<file path="src/rtl/hbs_pkg.sv">
// Shared types for the host local bus slave.
package hbs_pkg;
    // Access sequencer states.
    typedef enum logic [2:0] {
        ST_IDLE,
        ST_SETTLE,
        ST_MEM,
        ST_READY,
        ST_HOLD,
        ST_RECOVER
    } hbs_state_t;
endpackage

</file>
<file path="src/rtl/hbs_sync.sv">
// Two-flop synchronizer for a group of asynchronous control lines.
// Assumes each bit is an independent level; no bus coherence implied.
module hbs_sync #(
    parameter int          W       = 1,
    parameter logic [W-1:0] RST_VAL = '0
) (
    input  logic         clk,
    input  logic         rst_n,
    input  logic [W-1:0] d,
    output logic [W-1:0] q
);
    logic [W-1:0] stage1;

    // Two register stages towards the clock domain.
    always_ff @(posedge clk) begin
        if (!rst_n) begin
            stage1 <= RST_VAL;
            q      <= RST_VAL;
        end else begin
            stage1 <= d;
            q      <= stage1;
        end
    end
endmodule

</file>
<file path="src/rtl/hbs_ctrl.sv">
// Access sequencer: detects a single active select, waits for data to settle,
// runs the memory handshake, times the ready pulse and the recovery window.
// Assumes synchronized, active-high select and write inputs.
module hbs_ctrl
    import hbs_pkg::*;
#(
    parameter int SETTLE_CYC  = 2,
    parameter int READY_CYC   = 2,
    parameter int RECOVER_CYC = 3
) (
    input  logic clk,
    input  logic rst_n,
    input  logic sel_page,
    input  logic sel_mem,
    input  logic wr,
    input  logic mem_ack,
    output logic start,
    output logic latch,
    output logic page_we,
    output logic mem_req,
    output logic is_write,
    output logic rdy_n,
    output logic rdy_oe,
    output logic data_oe,
    output logic conflict
);
    localparam int MAXC  = (SETTLE_CYC > READY_CYC) ?
                           ((SETTLE_CYC > RECOVER_CYC) ? SETTLE_CYC : RECOVER_CYC) :
                           ((READY_CYC > RECOVER_CYC) ? READY_CYC : RECOVER_CYC);
    localparam int CNT_W = $clog2(MAXC + 1);

    hbs_state_t       state;
    logic [CNT_W-1:0] cnt;
    logic             kind_mem;
    logic             own_sel;

    assign own_sel = kind_mem ? sel_mem : sel_page;
    assign start   = (state == ST_IDLE) && (sel_page ^ sel_mem);
    assign latch   = (state == ST_SETTLE) && (cnt == CNT_W'(SETTLE_CYC - 1));
    assign page_we = latch && !kind_mem && is_write;
    assign mem_req = (state == ST_MEM);
    assign rdy_n   = (state != ST_READY);
    assign rdy_oe  = (state == ST_SETTLE) || (state == ST_MEM) ||
                     (state == ST_READY)  || (state == ST_HOLD);
    assign data_oe = rdy_oe && !is_write;

    // Sequencer state, phase counter and per-access attributes.
    always_ff @(posedge clk) begin
        if (!rst_n) begin
            state    <= ST_IDLE;
            cnt      <= '0;
            kind_mem <= 1'b0;
            is_write <= 1'b0;
        end else begin
            case (state)
                ST_IDLE: if (start) begin
                    state    <= ST_SETTLE;
                    cnt      <= '0;
                    kind_mem <= sel_mem;
                    is_write <= wr;
                end
                ST_SETTLE: if (latch) begin
                    cnt   <= '0;
                    state <= kind_mem ? ST_MEM : ST_READY;
                end else begin
                    cnt <= cnt + 1'b1;
                end
                ST_MEM: if (mem_ack) begin
                    cnt   <= '0;
                    state <= ST_READY;
                end
                ST_READY: if (cnt == CNT_W'(READY_CYC - 1)) begin
                    cnt   <= '0;
                    state <= ST_HOLD;
                end else begin
                    cnt <= cnt + 1'b1;
                end
                ST_HOLD: if (!own_sel) begin
                    cnt   <= '0;
                    state <= is_write ? ST_RECOVER : ST_IDLE;
                end
                ST_RECOVER: if (cnt == CNT_W'(RECOVER_CYC - 1)) begin
                    cnt   <= '0;
                    state <= ST_IDLE;
                end else begin
                    cnt <= cnt + 1'b1;
                end
                default: state <= ST_IDLE;
            endcase
        end
    end

    // Registered flag for two selects seen at once.
    always_ff @(posedge clk) begin
        if (!rst_n) conflict <= 1'b0;
        else        conflict <= sel_page & sel_mem;
    end

    a_r2_pulse_holds: assert property (@(posedge clk) disable iff (!rst_n)
        $fell(rdy_n) |=> !rdy_n);
    a_r2_pulse_ends: assert property (@(posedge clk) disable iff (!rst_n)
        (!rdy_n && $past(!rdy_n)) |=> rdy_n);
    a_r3_req_waits: assert property (@(posedge clk) disable iff (!rst_n)
        (mem_req && !mem_ack) |=> mem_req);
    a_r3_no_early_ready: assert property (@(posedge clk) disable iff (!rst_n)
        (mem_req && !mem_ack) |=> rdy_n);
    a_r4_quiet_ready: assert property (@(posedge clk) disable iff (!rst_n)
        !rdy_oe |-> rdy_n);
    a_r6_oe_inside: assert property (@(posedge clk) disable iff (!rst_n)
        data_oe |-> rdy_oe);
    a_r7_flag: assert property (@(posedge clk) disable iff (!rst_n)
        (sel_page && sel_mem) |=> conflict);
endmodule

</file>
<file path="src/rtl/hbs_datapath.sv">
// Captures address, segment and byte enables at select detection, data after
// the settle delay, and holds the page register with per-lane write enables.
// Assumes bus fields are stable whenever start or latch is high.
module hbs_datapath #(
    parameter int ADDR_W = 21,
    parameter int SEG_W  = 2,
    parameter int LANES  = 2,
    localparam int DATA_W = 8 * LANES
) (
    input  logic              clk,
    input  logic              rst_n,
    input  logic              start,
    input  logic              latch,
    input  logic              page_we,
    input  logic [ADDR_W-1:0] bus_addr,
    input  logic [SEG_W-1:0]  bus_seg,
    input  logic [LANES-1:0]  bus_be_n,
    input  logic [DATA_W-1:0] bus_wdata,
    output logic [DATA_W-1:0] page,
    output logic [ADDR_W-1:0] cap_addr,
    output logic [SEG_W-1:0]  cap_seg,
    output logic [LANES-1:0]  cap_be,
    output logic [DATA_W-1:0] cap_wdata
);
    // Address-phase capture at select detection.
    always_ff @(posedge clk) begin
        if (!rst_n) begin
            cap_addr <= '0;
            cap_seg  <= '0;
            cap_be   <= '0;
        end else if (start) begin
            cap_addr <= bus_addr;
            cap_seg  <= bus_seg;
            cap_be   <= ~bus_be_n;
        end
    end

    // Data capture once the settle delay has elapsed.
    always_ff @(posedge clk) begin
        if (!rst_n)     cap_wdata <= '0;
        else if (latch) cap_wdata <= bus_wdata;
    end

    for (genvar b = 0; b < LANES; b++) begin : g_lane
        // Page register byte lane, written only when its enable was active.
        always_ff @(posedge clk) begin
            if (!rst_n)                    page[b*8 +: 8] <= 8'h00;
            else if (page_we && cap_be[b]) page[b*8 +: 8] <= bus_wdata[b*8 +: 8];
        end
    end
endmodule

</file>
<file path="src/rtl/hostbus_slave.sv">
// Host local bus slave: synchronizes the strobes, sequences one access at a
// time and exposes the page register and the memory window request port.
// Assumes address and byte enables valid at select assertion and held.
module hostbus_slave #(
    parameter int ADDR_W      = 21,
    parameter int SEG_W       = 2,
    parameter int LANES       = 2,
    parameter int SETTLE_CYC  = 2,
    parameter int READY_CYC   = 2,
    parameter int RECOVER_CYC = 3,
    localparam int DATA_W     = 8 * LANES
) (
    input  logic              clk,
    input  logic              rst_n,
    input  logic              lb_cs_page_n,
    input  logic              lb_cs_mem_n,
    input  logic              lb_wr_n,
    input  logic [ADDR_W-1:0] lb_addr,
    input  logic [SEG_W-1:0]  lb_seg,
    input  logic [LANES-1:0]  lb_be_n,
    input  logic [DATA_W-1:0] lb_wdata,
    output logic              lb_rdy_n,
    output logic              lb_rdy_oe,
    output logic              lb_data_oe,
    output logic [DATA_W-1:0] page_cfg,
    output logic              mem_req,
    output logic              mem_we,
    output logic [ADDR_W-1:0] mem_addr,
    output logic [SEG_W-1:0]  mem_seg,
    output logic [LANES-1:0]  mem_be,
    output logic [DATA_W-1:0] mem_wdata,
    input  logic              mem_ack,
    output logic              sel_conflict
);
    logic [2:0] sync_q;
    logic       start, latch, page_we;

    hbs_sync #(.W(3), .RST_VAL(3'b111)) u_sync (
        .clk   (clk),
        .rst_n (rst_n),
        .d     ({lb_cs_page_n, lb_cs_mem_n, lb_wr_n}),
        .q     (sync_q)
    );

    hbs_ctrl #(
        .SETTLE_CYC  (SETTLE_CYC),
        .READY_CYC   (READY_CYC),
        .RECOVER_CYC (RECOVER_CYC)
    ) u_ctrl (
        .clk      (clk),
        .rst_n    (rst_n),
        .sel_page (!sync_q[2]),
        .sel_mem  (!sync_q[1]),
        .wr       (!sync_q[0]),
        .mem_ack  (mem_ack),
        .start    (start),
        .latch    (latch),
        .page_we  (page_we),
        .mem_req  (mem_req),
        .is_write (mem_we),
        .rdy_n    (lb_rdy_n),
        .rdy_oe   (lb_rdy_oe),
        .data_oe  (lb_data_oe),
        .conflict (sel_conflict)
    );

    hbs_datapath #(.ADDR_W(ADDR_W), .SEG_W(SEG_W), .LANES(LANES)) u_dp (
        .clk       (clk),
        .rst_n     (rst_n),
        .start     (start),
        .latch     (latch),
        .page_we   (page_we),
        .bus_addr  (lb_addr),
        .bus_seg   (lb_seg),
        .bus_be_n  (lb_be_n),
        .bus_wdata (lb_wdata),
        .page      (page_cfg),
        .cap_addr  (mem_addr),
        .cap_seg   (mem_seg),
        .cap_be    (mem_be),
        .cap_wdata (mem_wdata)
    );
endmodule

</file>
<file path="config.mk">
export PLATFORM = sky130hd
export DESIGN_NAME = hostbus_slave
export DESIGN_NICKNAME = d
export VERILOG_FILES = /design/src/rtl/hbs_pkg.sv /design/src/rtl/hbs_sync.sv /design/src/rtl/hbs_ctrl.sv /design/src/rtl/hbs_datapath.sv /design/src/rtl/hostbus_slave.sv
export SDC_FILE = /design/constraint.sdc
export NUM_CORES = 1
export LEC_CHECK = 0
export ABC_AREA = 1
export BUFFER_PORTS_ARGS = -buffer_cell sky130_fd_sc_hd__buf_2
export CAP_MARGIN = 10
export CORE_ASPECT_RATIO = 1.2
export CORE_UTILIZATION = 41
export CTS_BUF_LIST = sky130_fd_sc_hd__clkbuf_4 sky130_fd_sc_hd__clkbuf_8 sky130_fd_sc_hd__clkbuf_16
export CTS_CLUSTER_SIZE = 40
export DETAILED_ROUTE_END_ITERATION = 6
export HOLD_SLACK_MARGIN = 0.06
export PLACE_DENSITY = 0.66
export SYNTH_ARGS = -nofsm -noshare
export SYNTH_HDL_FRONTEND = slang
export SYNTH_SLANG_ARGS = --single-unit
</file>
<file path="constraint.sdc">
create_clock -name clk -period 1.5 [get_ports clk]
set_input_delay 0.075 -clock clk [delete_from_list [all_inputs] [get_ports clk]]
set_output_delay 0.075 -clock clk [all_outputs]
set_load 0.005 [all_outputs]
</file>
==> qor.yml <==
status:
  outcome: "completed"
routing:
  firstDrtPassIters: 4
  drc: 0
  via_count: 2917
  antenna_left: 0
  via_per_inst: 4.80
  drt_iter0_drc: 132
  wire_per_inst_um: 13.1
  totalWireLength_um: 7950
global_route:
  antenna_found_initial: 0
  grt_usage: 0.232
  grt_max_degree: 51
  grtUsageMet1: 0.254
  gr-usage-met3: 0.0617
  grt_use_met2: 0.408
  top_usage_layer: "met2"
  grt_pass1_vias: 2832
  grt_overflow: 0
  grt_pass1_wl_um: 12900
timing:
  clock_skew_ns: 0.00616
  drv_slew: 0
  finalCriticalPeriod_ns: 1.44
  finalSetupViolCount: 0
  max_clock_freq_mhz: 695
  fin_crit_sh: 0.959
  tightestPinTransition_ns: 0.289
  hold_violations: 0
  rsz0062_at_grt: "true"
  max_slew_margin: 0.807
  tns_ns: 0
  fin_hold_ws_ns: 0.121
synthesis:
  synth.distinct_cells: 21
  synth_area_per_cell_sq_um: 7.70
  synth.cell_area_sq_um: 2760
  yosysWarnings: 0
  yosysSeqAreaShare: 0.514
  synth_seq_cells: 71
  postSynthCellCount: 359
  syn_nets: 407
clocking:
  cts.sinks: 71
  cts-root-buf: "clkbuf_8"
  numCtsBuffers: 9
  h-tree-depth: 3
  clk_path_buf_depth: 2
  clk_pin_slew_ns: 0.08
  clock_latency_ns: 0.34
  cts_tree: "done"
power:
  power.leakage_uw: 0.00198
  vdd_drop_max_uv: 764
  p_total_uw: 6070
  power.density_nw_per_um2: 1440
finish:
  finalCoreUtilization: 0.650
  area_growth_pct: 52.6
  drive_gt1_frac: 0.319
  final_area_sq_um: 4220
  final_nets: 566
  final_common_cell: "buf_2"
  antenna_cells: 0
  most-common-layout-cells: "buf_2 (109), dfxtp_1 (68), nand2_1 (51), a21oi_1 (45)"
floorplan:
  die-area_sq_um: 7070
  ios: 110
  fp-row-count: 32
  initial_core_util: 0.426
  die_w_um: 76.9
  fp.dieH_um: 91.9
  core-area_sq_um: 6490
place:
  placed_area_sq_um: 3410
  io_buffers: 109
  post-dp-hpwl_um: 4810
  finalWeightedCongestion: 0.853
run:
  cap_violations: 0
worst_setup_path:
  crit_path_end_kind: "output port"
  cp.arrival_ns: 1.36
  crit_type: "flip-flop to output port"
  start_kind: "flip-flop"
  cp_max_fo: 7
  critPathRequiredTime_ns: 1.42
worst_hold_path:
  min_path_type: "primary input to flip-flop"
## routing by layer
metal	part of all wire	wire [um]
met3	0.053	423
met1	0.42	3300
met2	0.51	4090
met4	0.016	131
met5	0	0
## stage by stage
step / worst slack (ns) / cells
after floorplan: 0.212 / 359
after global placement: 0.0963 / 544
after detailed placement: 0.0779 / 544
after CTS: 0.0356 / 604
after global routing: -0.0641 / 608
final: 0.0615 / 608
## logic make-up after synthesis
group | after synthesis | synth area share
simple gates | 133 | 0.216
compound gates | 92 | 0.169
flops | 71 | 0.514
buf+inv | 62 | 0.0956
fa+ha+maj | 1 | 0.00453
## repair_timing
action | in CTS | in global routing
resized for setup | 1 | 13
cloned | 0 | 1
endpoints found under the setup margin | 1 | 41
hold buffers | 44 | 0
endpoints found under the hold margin | 60 | 0
pin swaps | 0 | 2
buffers inserted | 0 | 3
## flip-flops by register name, summed over array words and instances, names as in the netlist
register,cells
u_dp.cap_seg,2
u_ctrl.is_write,1
u_dp.cap_be,2
u_sync.stage1,3
u_ctrl.kind_mem,1
u_ctrl.state,3
u_dp.cap_addr,21
u_ctrl.cnt,2
u_ctrl.conflict,1
u_dp.page,16
u_dp.cap_wdata,16
u_sync.q,3
## power breakdown
part	switching, uW	internal, uW
sequential	171	2130
clock	709	1340
combinational	966	747
## final cells by class
cell class | count | area [sq um]
multi-input combinational | 226 | 1120
clock buffer | 11 | 145
inverter | 41 | 154
sequential | 71 | 1430
clock inverter | 5 | 129
timing repair buffer | 169 | 1140
tap | 85 | 106
fill | 574 | 2270
## synth_stat cells
cell type	instances	share of area
nand3_2	1	0.0036
ha_1	1	0.0045
clkbuf_1	11	0.015
o21ai_0	44	0.080
buf_6	3	0.012
o22a_1	1	0.0032
dfxtp_1	71	0.51
nor2_4	2	0.0082
inv_1	38	0.052
a31oi_1	1	0.0023
a21boi_0	1	0.0027
nor2_2	2	0.0045
inv_2	3	0.0041
buf_2	7	0.013
or2_2	8	0.018
a21oi_1	45	0.082
nand4_1	16	0.036
nand3_1	7	0.013
nor2_1	45	0.061
nand2_2	1	0.0023
nand2_1	51	0.069
## worst paths after layout
kind / start / to / slack (ns) / depth (start not counted)
max: u_ctrl.state[1]$_SDFFE_PN0P_ / lb_data_oe / 0.06 / 4
min reg2reg: u_sync.stage1[2]$_SDFF_PN1_ / u_sync.q[2]$_SDFF_PN1_ / 0.41 / 1
min: rst_n / u_sync.q[0]$_SDFF_PN1_ / 0.12 / 3
max reg2reg: u_ctrl.state[0]$_SDFFE_PN0P_ / u_dp.page[12]$_SDFFE_PN0P_ / 0.09 / 7
## worst max-delay path: stages, from the launching register on
cell     delay [ns]
dfxtp_2        0.37
nor2_2         0.23
nand2_1        0.15
a31oi_1        0.15
buf_2          0.13
Note: power is estimated with default switching activity, not from simulation.
